[src/rtl/vat_pkg.sv]
package vat_pkg;
  typedef enum logic [1:0] {
    ST_IDLE = 2'd0,
    ST_RD   = 2'd1,
    ST_DATA = 2'd2
  } walk_st_e;
endpackage

[src/rtl/vat_tlb.sv]
module vat_tlb #(
  parameter int VPN_W = 8,
  parameter int PPN_W = 6,
  parameter int SET_W = 2
) (
  input  logic             clk,
  input  logic             rst,
  input  logic             flush,
  input  logic [VPN_W-1:0] lk_vpn,
  output logic             lk_hit,
  output logic [PPN_W-1:0] lk_ppn,
  input  logic             touch_en,
  input  logic             fill_en,
  input  logic [VPN_W-1:0] fill_vpn,
  input  logic [PPN_W-1:0] fill_ppn
);
  localparam int TAG_W = VPN_W - SET_W;
  localparam int SETS  = 1 << SET_W;
  localparam int WAYS  = 2;
  localparam int ENT_W = TAG_W + PPN_W;

  logic [SET_W-1:0] lk_set, fl_set;
  logic [WAYS-1:0]  way_hit, fl_vld;
  logic [PPN_W-1:0] way_ppn [WAYS];
  logic [SETS-1:0]  lru_q;   // per set: the way to replace next
  logic             victim;
  logic             lk_way;

  assign lk_set = lk_vpn[SET_W-1:0];
  assign fl_set = fill_vpn[SET_W-1:0];

  // empty way first, then least recently used
  assign victim = !fl_vld[0] ? 1'b0 : (!fl_vld[1] ? 1'b1 : lru_q[fl_set]);

  for (genvar w = 0; w < WAYS; w++) begin : g_way
    logic [ENT_W-1:0] ent_q [SETS];
    logic [SETS-1:0]  vld_q;
    logic             wr;

    assign wr = fill_en && (victim == 1'(w));

    always_ff @(posedge clk) begin
      if (wr) ent_q[fl_set] <= {fill_vpn[VPN_W-1:SET_W], fill_ppn};
    end

    // flush beats a same-edge refill
    always_ff @(posedge clk) begin
      if (rst || flush) vld_q <= '0;
      else if (wr)      vld_q[fl_set] <= 1'b1;
    end

    assign way_hit[w] = vld_q[lk_set] &&
                        (ent_q[lk_set][ENT_W-1:PPN_W] == lk_vpn[VPN_W-1:SET_W]);
    assign way_ppn[w] = ent_q[lk_set][PPN_W-1:0];
    assign fl_vld[w]  = vld_q[fl_set];
  end

  assign lk_hit = |way_hit;
  assign lk_way = way_hit[1];
  assign lk_ppn = way_hit[1] ? way_ppn[1] : way_ppn[0];

  always_ff @(posedge clk) begin
    if (rst) lru_q <= '0;
    else begin
      if (touch_en) lru_q[lk_set] <= ~lk_way;
      if (fill_en)  lru_q[fl_set] <= ~victim;
    end
  end

  a_r3_single_match: assert property (@(posedge clk) disable iff (rst)
    $onehot0(way_hit));
  a_r10_flush_empties: assert property (@(posedge clk) disable iff (rst)
    flush |=> !lk_hit);
endmodule

[src/rtl/vat_walk.sv]
module vat_walk
  import vat_pkg::*;
#(
  parameter int VA_W  = 20,
  parameter int PA_W  = 18,
  parameter int OFF_W = 12,
  parameter int PTA_W = 12,
  localparam int VPN_W = VA_W - OFF_W,
  localparam int PPN_W = PA_W - OFF_W,
  localparam int PTE_W = PPN_W + 1
) (
  input  logic             clk,
  input  logic             rst,
  input  logic             flush_any,
  input  logic             req_valid,
  input  logic [VA_W-1:0]  req_vaddr,
  output logic             req_ready,
  output logic             rsp_valid,
  output logic [PA_W-1:0]  rsp_paddr,
  output logic             rsp_fault,
  input  logic [PTA_W-1:0] base,
  output logic             pt_rd_en,
  output logic [PTA_W-1:0] pt_rd_addr,
  input  logic [PTE_W-1:0] pt_rd_data,
  output logic [VPN_W-1:0] lk_vpn,
  input  logic             lk_hit,
  input  logic [PPN_W-1:0] lk_ppn,
  output logic             touch_en,
  output logic             fill_en,
  output logic [VPN_W-1:0] fill_vpn,
  output logic [PPN_W-1:0] fill_ppn
);
  walk_st_e        st_q;
  logic [VA_W-1:0] va_q;
  logic            accept;
  logic            pte_ok;

  assign req_ready = (st_q == ST_IDLE) && !flush_any;
  assign accept    = req_valid && req_ready;
  assign lk_vpn    = req_vaddr[VA_W-1:OFF_W];
  assign touch_en  = accept && lk_hit;
  assign pt_rd_en  = (st_q == ST_RD);
  assign pte_ok    = pt_rd_data[PTE_W-1];
  assign fill_en   = (st_q == ST_DATA) && pte_ok;
  assign fill_vpn  = va_q[VA_W-1:OFF_W];
  assign fill_ppn  = pt_rd_data[PPN_W-1:0];

  always_ff @(posedge clk) begin
    if (rst) begin
      st_q       <= ST_IDLE;
      va_q       <= '0;
      pt_rd_addr <= '0;
      rsp_valid  <= 1'b0;
      rsp_paddr  <= '0;
      rsp_fault  <= 1'b0;
    end else begin
      rsp_valid <= 1'b0;
      case (st_q)
        ST_IDLE: if (accept) begin
          if (lk_hit) begin
            rsp_valid <= 1'b1;
            rsp_fault <= 1'b0;
            rsp_paddr <= {lk_ppn, req_vaddr[OFF_W-1:0]};
          end else begin
            va_q       <= req_vaddr;
            pt_rd_addr <= base + PTA_W'(lk_vpn);
            st_q       <= ST_RD;
          end
        end
        ST_RD:   st_q <= ST_DATA;
        ST_DATA: begin
          rsp_valid <= 1'b1;
          rsp_fault <= !pte_ok;
          rsp_paddr <= pte_ok ? {fill_ppn, va_q[OFF_W-1:0]} : '0;
          st_q      <= ST_IDLE;
        end
        default: st_q <= ST_IDLE;
      endcase
    end
  end

  a_r6_hit_no_read: assert property (@(posedge clk) disable iff (rst)
    (accept && lk_hit) |=> (rsp_valid && !pt_rd_en));
  a_r7_miss_latency: assert property (@(posedge clk) disable iff (rst)
    (accept && !lk_hit) |=> pt_rd_en ##1 !rsp_valid ##1 rsp_valid);
  a_r4_single_read: assert property (@(posedge clk) disable iff (rst)
    pt_rd_en |=> !pt_rd_en);
  a_r5_fault_nofill: assert property (@(posedge clk) disable iff (rst)
    (rsp_valid && rsp_fault) |-> !$past(fill_en));
endmodule

[src/rtl/vat_xlate.sv]
module vat_xlate #(
  parameter int VA_W  = 20,
  parameter int PA_W  = 18,
  parameter int OFF_W = 12,
  parameter int SET_W = 2,
  parameter int PTA_W = 12
) (
  input  logic                   clk,
  input  logic                   rst,
  input  logic                   req_valid,
  input  logic [VA_W-1:0]        req_vaddr,
  output logic                   req_ready,
  output logic                   rsp_valid,
  output logic [PA_W-1:0]        rsp_paddr,
  output logic                   rsp_fault,
  output logic                   pt_rd_en,
  output logic [PTA_W-1:0]       pt_rd_addr,
  input  logic [PA_W-OFF_W:0]    pt_rd_data,
  input  logic                   base_wr_en,
  input  logic [PTA_W-1:0]       base_wr_data,
  input  logic                   flush
);
  localparam int VPN_W = VA_W - OFF_W;
  localparam int PPN_W = PA_W - OFF_W;

  logic [PTA_W-1:0] base_q;
  logic             flush_any;
  logic [VPN_W-1:0] lk_vpn, fill_vpn;
  logic [PPN_W-1:0] lk_ppn, fill_ppn;
  logic             lk_hit, touch_en, fill_en;

  assign flush_any = flush || base_wr_en;

  always_ff @(posedge clk) begin
    if (rst)             base_q <= '0;
    else if (base_wr_en) base_q <= base_wr_data;
  end

  vat_walk #(.VA_W(VA_W), .PA_W(PA_W), .OFF_W(OFF_W), .PTA_W(PTA_W)) u_walk (
    .clk(clk), .rst(rst), .flush_any(flush_any),
    .req_valid(req_valid), .req_vaddr(req_vaddr), .req_ready(req_ready),
    .rsp_valid(rsp_valid), .rsp_paddr(rsp_paddr), .rsp_fault(rsp_fault),
    .base(base_q), .pt_rd_en(pt_rd_en), .pt_rd_addr(pt_rd_addr), .pt_rd_data(pt_rd_data),
    .lk_vpn(lk_vpn), .lk_hit(lk_hit), .lk_ppn(lk_ppn), .touch_en(touch_en),
    .fill_en(fill_en), .fill_vpn(fill_vpn), .fill_ppn(fill_ppn)
  );

  vat_tlb #(.VPN_W(VPN_W), .PPN_W(PPN_W), .SET_W(SET_W)) u_tlb (
    .clk(clk), .rst(rst), .flush(flush_any),
    .lk_vpn(lk_vpn), .lk_hit(lk_hit), .lk_ppn(lk_ppn), .touch_en(touch_en),
    .fill_en(fill_en), .fill_vpn(fill_vpn), .fill_ppn(fill_ppn)
  );

  a_r11_base_flush_ready: assert property (@(posedge clk) disable iff (rst)
    base_wr_en |-> !req_ready);
endmodule

[config.mk]
export PLATFORM = sky130hd
export DESIGN_NAME = vat_xlate
export DESIGN_NICKNAME = d
export VERILOG_FILES = /design/src/rtl/vat_pkg.sv /design/src/rtl/vat_tlb.sv /design/src/rtl/vat_walk.sv /design/src/rtl/vat_xlate.sv
export SDC_FILE = /design/constraint.sdc
export NUM_CORES = 1
export LEC_CHECK = 0
export ABC_AREA = 1
export BUFFER_PORTS_ARGS = -buffer_cell sky130_fd_sc_hd__buf_2
export CAP_MARGIN = 20
export CORE_UTILIZATION = 59
export CTS_BUF_LIST = sky130_fd_sc_hd__clkbuf_4 sky130_fd_sc_hd__clkbuf_8 sky130_fd_sc_hd__clkbuf_16
export DETAILED_ROUTE_END_ITERATION = 8
export HOLD_SLACK_MARGIN = 0.12
export PLACE_DENSITY = 0.82
export SLEW_MARGIN = 20
export SYNTH_ARGS = -nofsm -noshare
export SYNTH_HDL_FRONTEND = slang
export SYNTH_SLANG_ARGS = --single-unit
export TNS_END_PERCENT = 10
[constraint.sdc]
create_clock -name clk -period 2.5 [get_ports clk]
set_clock_uncertainty 0.05 [all_clocks]
set_input_delay 0.375 -clock clk [delete_from_list [all_inputs] [get_ports clk]]
set_output_delay 0.375 -clock clk [all_outputs]
set_load 0.1 [all_outputs]
==> run summary <==
Status: finished, final reports clean
Netlist cell types: 37
Final ANT Viol Nets: 0
Vias in the first global route: 5695
Slew margin rel.: 0.6610
Min-delay src: base_wr_data[0]
First-pass GRT wire length: 28130 um
DR vias/cell: 5.383
Clock tree buffer depth: 2
Die Width: 115.7 um
Most common library cells after synthesis: nand2_1, edfxtp_1, nor2_1
Die Area: 13380 sq um
Average size of a mapped cell: 8.868 sq um
Fillers: 959
Largest net degree at the start of global routing: 43
Hold Slack: 128.4 ps
Synth Instances: 860
Core footprint: 12620 sq um
Clock-pin slew on the worst setup and hold paths: 60 ps
FF+latch count, synth: 174
Top cell type's share of synthesized area: 0.3780
Initial antenna violation count: 0
Post-synth top flop: edfxtp_1
Post-route DRC: 0
Comb power frac: 0.094
DRT iter0 DRCs: 525
WS Path Type: flip-flop to flip-flop
Critical path capture point type: flip-flop
Layout Utilization: 0.7074
Postcts setup bufs: 0
Critical Path Source: u_walk.va_q[13]$_SDFFE_PP0P_
Internal power: 4775 uW
Register-to-Register Path Depth: 9
GRT busiest layer: met2
Crit path time final: 2308 ps
Post-synthesis cell area: 7626 sq um
Maxcap violations: 0
# rows: 41
Final #Nets: 1011
GPL Wtd Cong: 0.9264
Sequential fraction of the synthesis area: 0.5828
YS warnings: 0
Sw Share: 0.2334
GRT overflow: 0
EDFF count, synth: 96
Die H: 115.7 um
Reg2reg start: u_walk.va_q[13]$_SDFFE_PP0P_
Routed via count: 6153
Clock group share of total power: 0.411
Pwr dens: 697.7 nW/um^2
CTS root buf: clkbuf_16
Sw power: 1454 uW
Total power: 6228 uW
Final hold viol count: 0
Final TNS setup: 0 ps
Starting Density: 0.6043
Worst hold path depth: 3
Count leader, synth: nand2_1
Slew Viols, Final: 0
Worst skew pair latency: 430 ps
Top cells by area, synth: edfxtp_1, dfxtp_1, nand2_1
Final worst-path setup slack: 191.6 ps
Met3 GRT Util: 0.07165
Max VDD drop: 598.0 uV
Worst setup SP type: flip-flop
Met2 Use GR: 0.4727
Met1 GRT Util: 0.3595
H-tree depth: 4
Synth area leader: edfxtp_1
TritonCTS clock tree: done
RSZ-0062 raised after global routing: no
Port Buffers: 77
Num CTS Buffers: 17
Sink Count: 174
Critical Path RT: 2590 ps
HPWL after detailed placement: 11730 um
CP arrival: 2400 ps
Area grow syn2layout: 17.06%
Total wire length: 17870 um
Share of total power in sequential cells: 0.495
Period utilization: 0.9234
TritonRoute pass-1 iters: 6
Tot GR Track Use: 0.2832
Layout cells sized above 1: 0.1617
Endpoints failing setup: 0
Pre-CTS setup slack: 176.1 ps
Ant diodes: 0
Max Fanout on Critical Path: 7
Asr flop ratio synth: 0
Ports: 78
Fmax: 433.2 MHz
Worst slew pin tran: 507.9 ps
R2R setup slack: 190 ps
Syn nets: 913
Hold Crit Class: input pin to flip-flop
Post-DR wirelength/cell: 15.63 um
Leakage power: 0.004049 uW
## worst max-delay path: stages, from the launching register on
cell      delay, ps
dfxtp_1         460
nor2_1          150
a22oi_1         220
o221ai_1        140
nand4_1          90
nand2_1         110
inv_1           160
nand2_1         130
inv_1           280
buf_4           220
## per-layer routing
layer	vias up	routed length (um)
met2	233	8824
met5	-	0
met3	34	1134
met4	0	350
li1	3028	-
met1	2858	7556
## worst paths after layout
check	endpoint
min	base_q[0]$_SDFFE_PP0P_
min reg2reg	u_walk.va_q[6]$_SDFFE_PP0P_
max reg2reg	u_tlb.g_way[1].ent_q[2][6]$_DFFE_PP_
max	u_tlb.g_way[1].ent_q[2][6]$_DFFE_PP_
## metrics by stage
step,instances,area (sq um)
2_1_floorplan,860,7641
3_3_place_gp,1107,8299
3_5_place_dp,1107,8299
4_1_cts,1143,8927
5_1_grt,1143,8927
6_report,1143,8927
## cells in the final DEF, fill, tap and decap left out, types with 5 or more instances in the layout
cell / count
a221oi_1: 11
edfxtp_1: 96
xor2_1: 7
inv_1: 66
nor2_1: 87
nand2_1: 282
a21oi_1: 54
nand3_1: 42
buf_2: 77
dfxtp_1: 78
clkbuf_16: 20
o21ai_0: 39
nand3b_1: 5
clkbuf_4: 7
o21ai_1: 18
ha_1: 8
buf_4: 28
inv_2: 5
## timing repair
action,in CTS,in global routing
hold endpoints to repair,4,0
hold buffers,4,0
endpoints found under the setup margin,0,0
resized for setup,0,0
## flip-flops by register name (all words and copies together), names as in the netlist
| signal | count |
|---|---|
| u_walk.rsp_valid | 1 |
| u_walk.pt_rd_addr | 12 |
| u_tlb.g_way.vld_q | 8 |
| u_walk.rsp_paddr | 18 |
| u_tlb.g_way.ent_q | 96 |
| u_walk.va_q | 20 |
| u_tlb.lru_q | 4 |
| u_walk.rsp_fault | 1 |
| base_q | 12 |
| u_walk.st_q | 2 |
## cells by family after synthesis
logic type,synth area share
AO/OA/AOI/OAI,0.09582
buffers and inverters,0.06103
AND/OR/NAND/NOR,0.2331
flip-flops,0.5828
adder cells (fa/ha/maj),0.01575
XOR/XNOR,0.01149
## power by group through the flow
stage	Clock (uW)	Sequential [uW]	Combinational, uW
final	2560	3090	583
after global routing	2700	3090	641
after CTS	2580	3090	580
after floorplan	0	3250	304
after detailed placement	0	3150	569
after global placement	0	3140	565
## layout make-up
type	instances	area [sq um]	share of cell area
clock buffers	28	566.8	0.06349
clock inverters	4	21.27	0.002383
inverters	72	272.8	0.03055
multi-input cells	582	2731	0.3060
flip-flops and latches	174	4444	0.4978
well taps	172	215.2	0.02411
repair buffers	111	675.6	0.07568
Note: power is estimated with default switching activity, not from simulation.
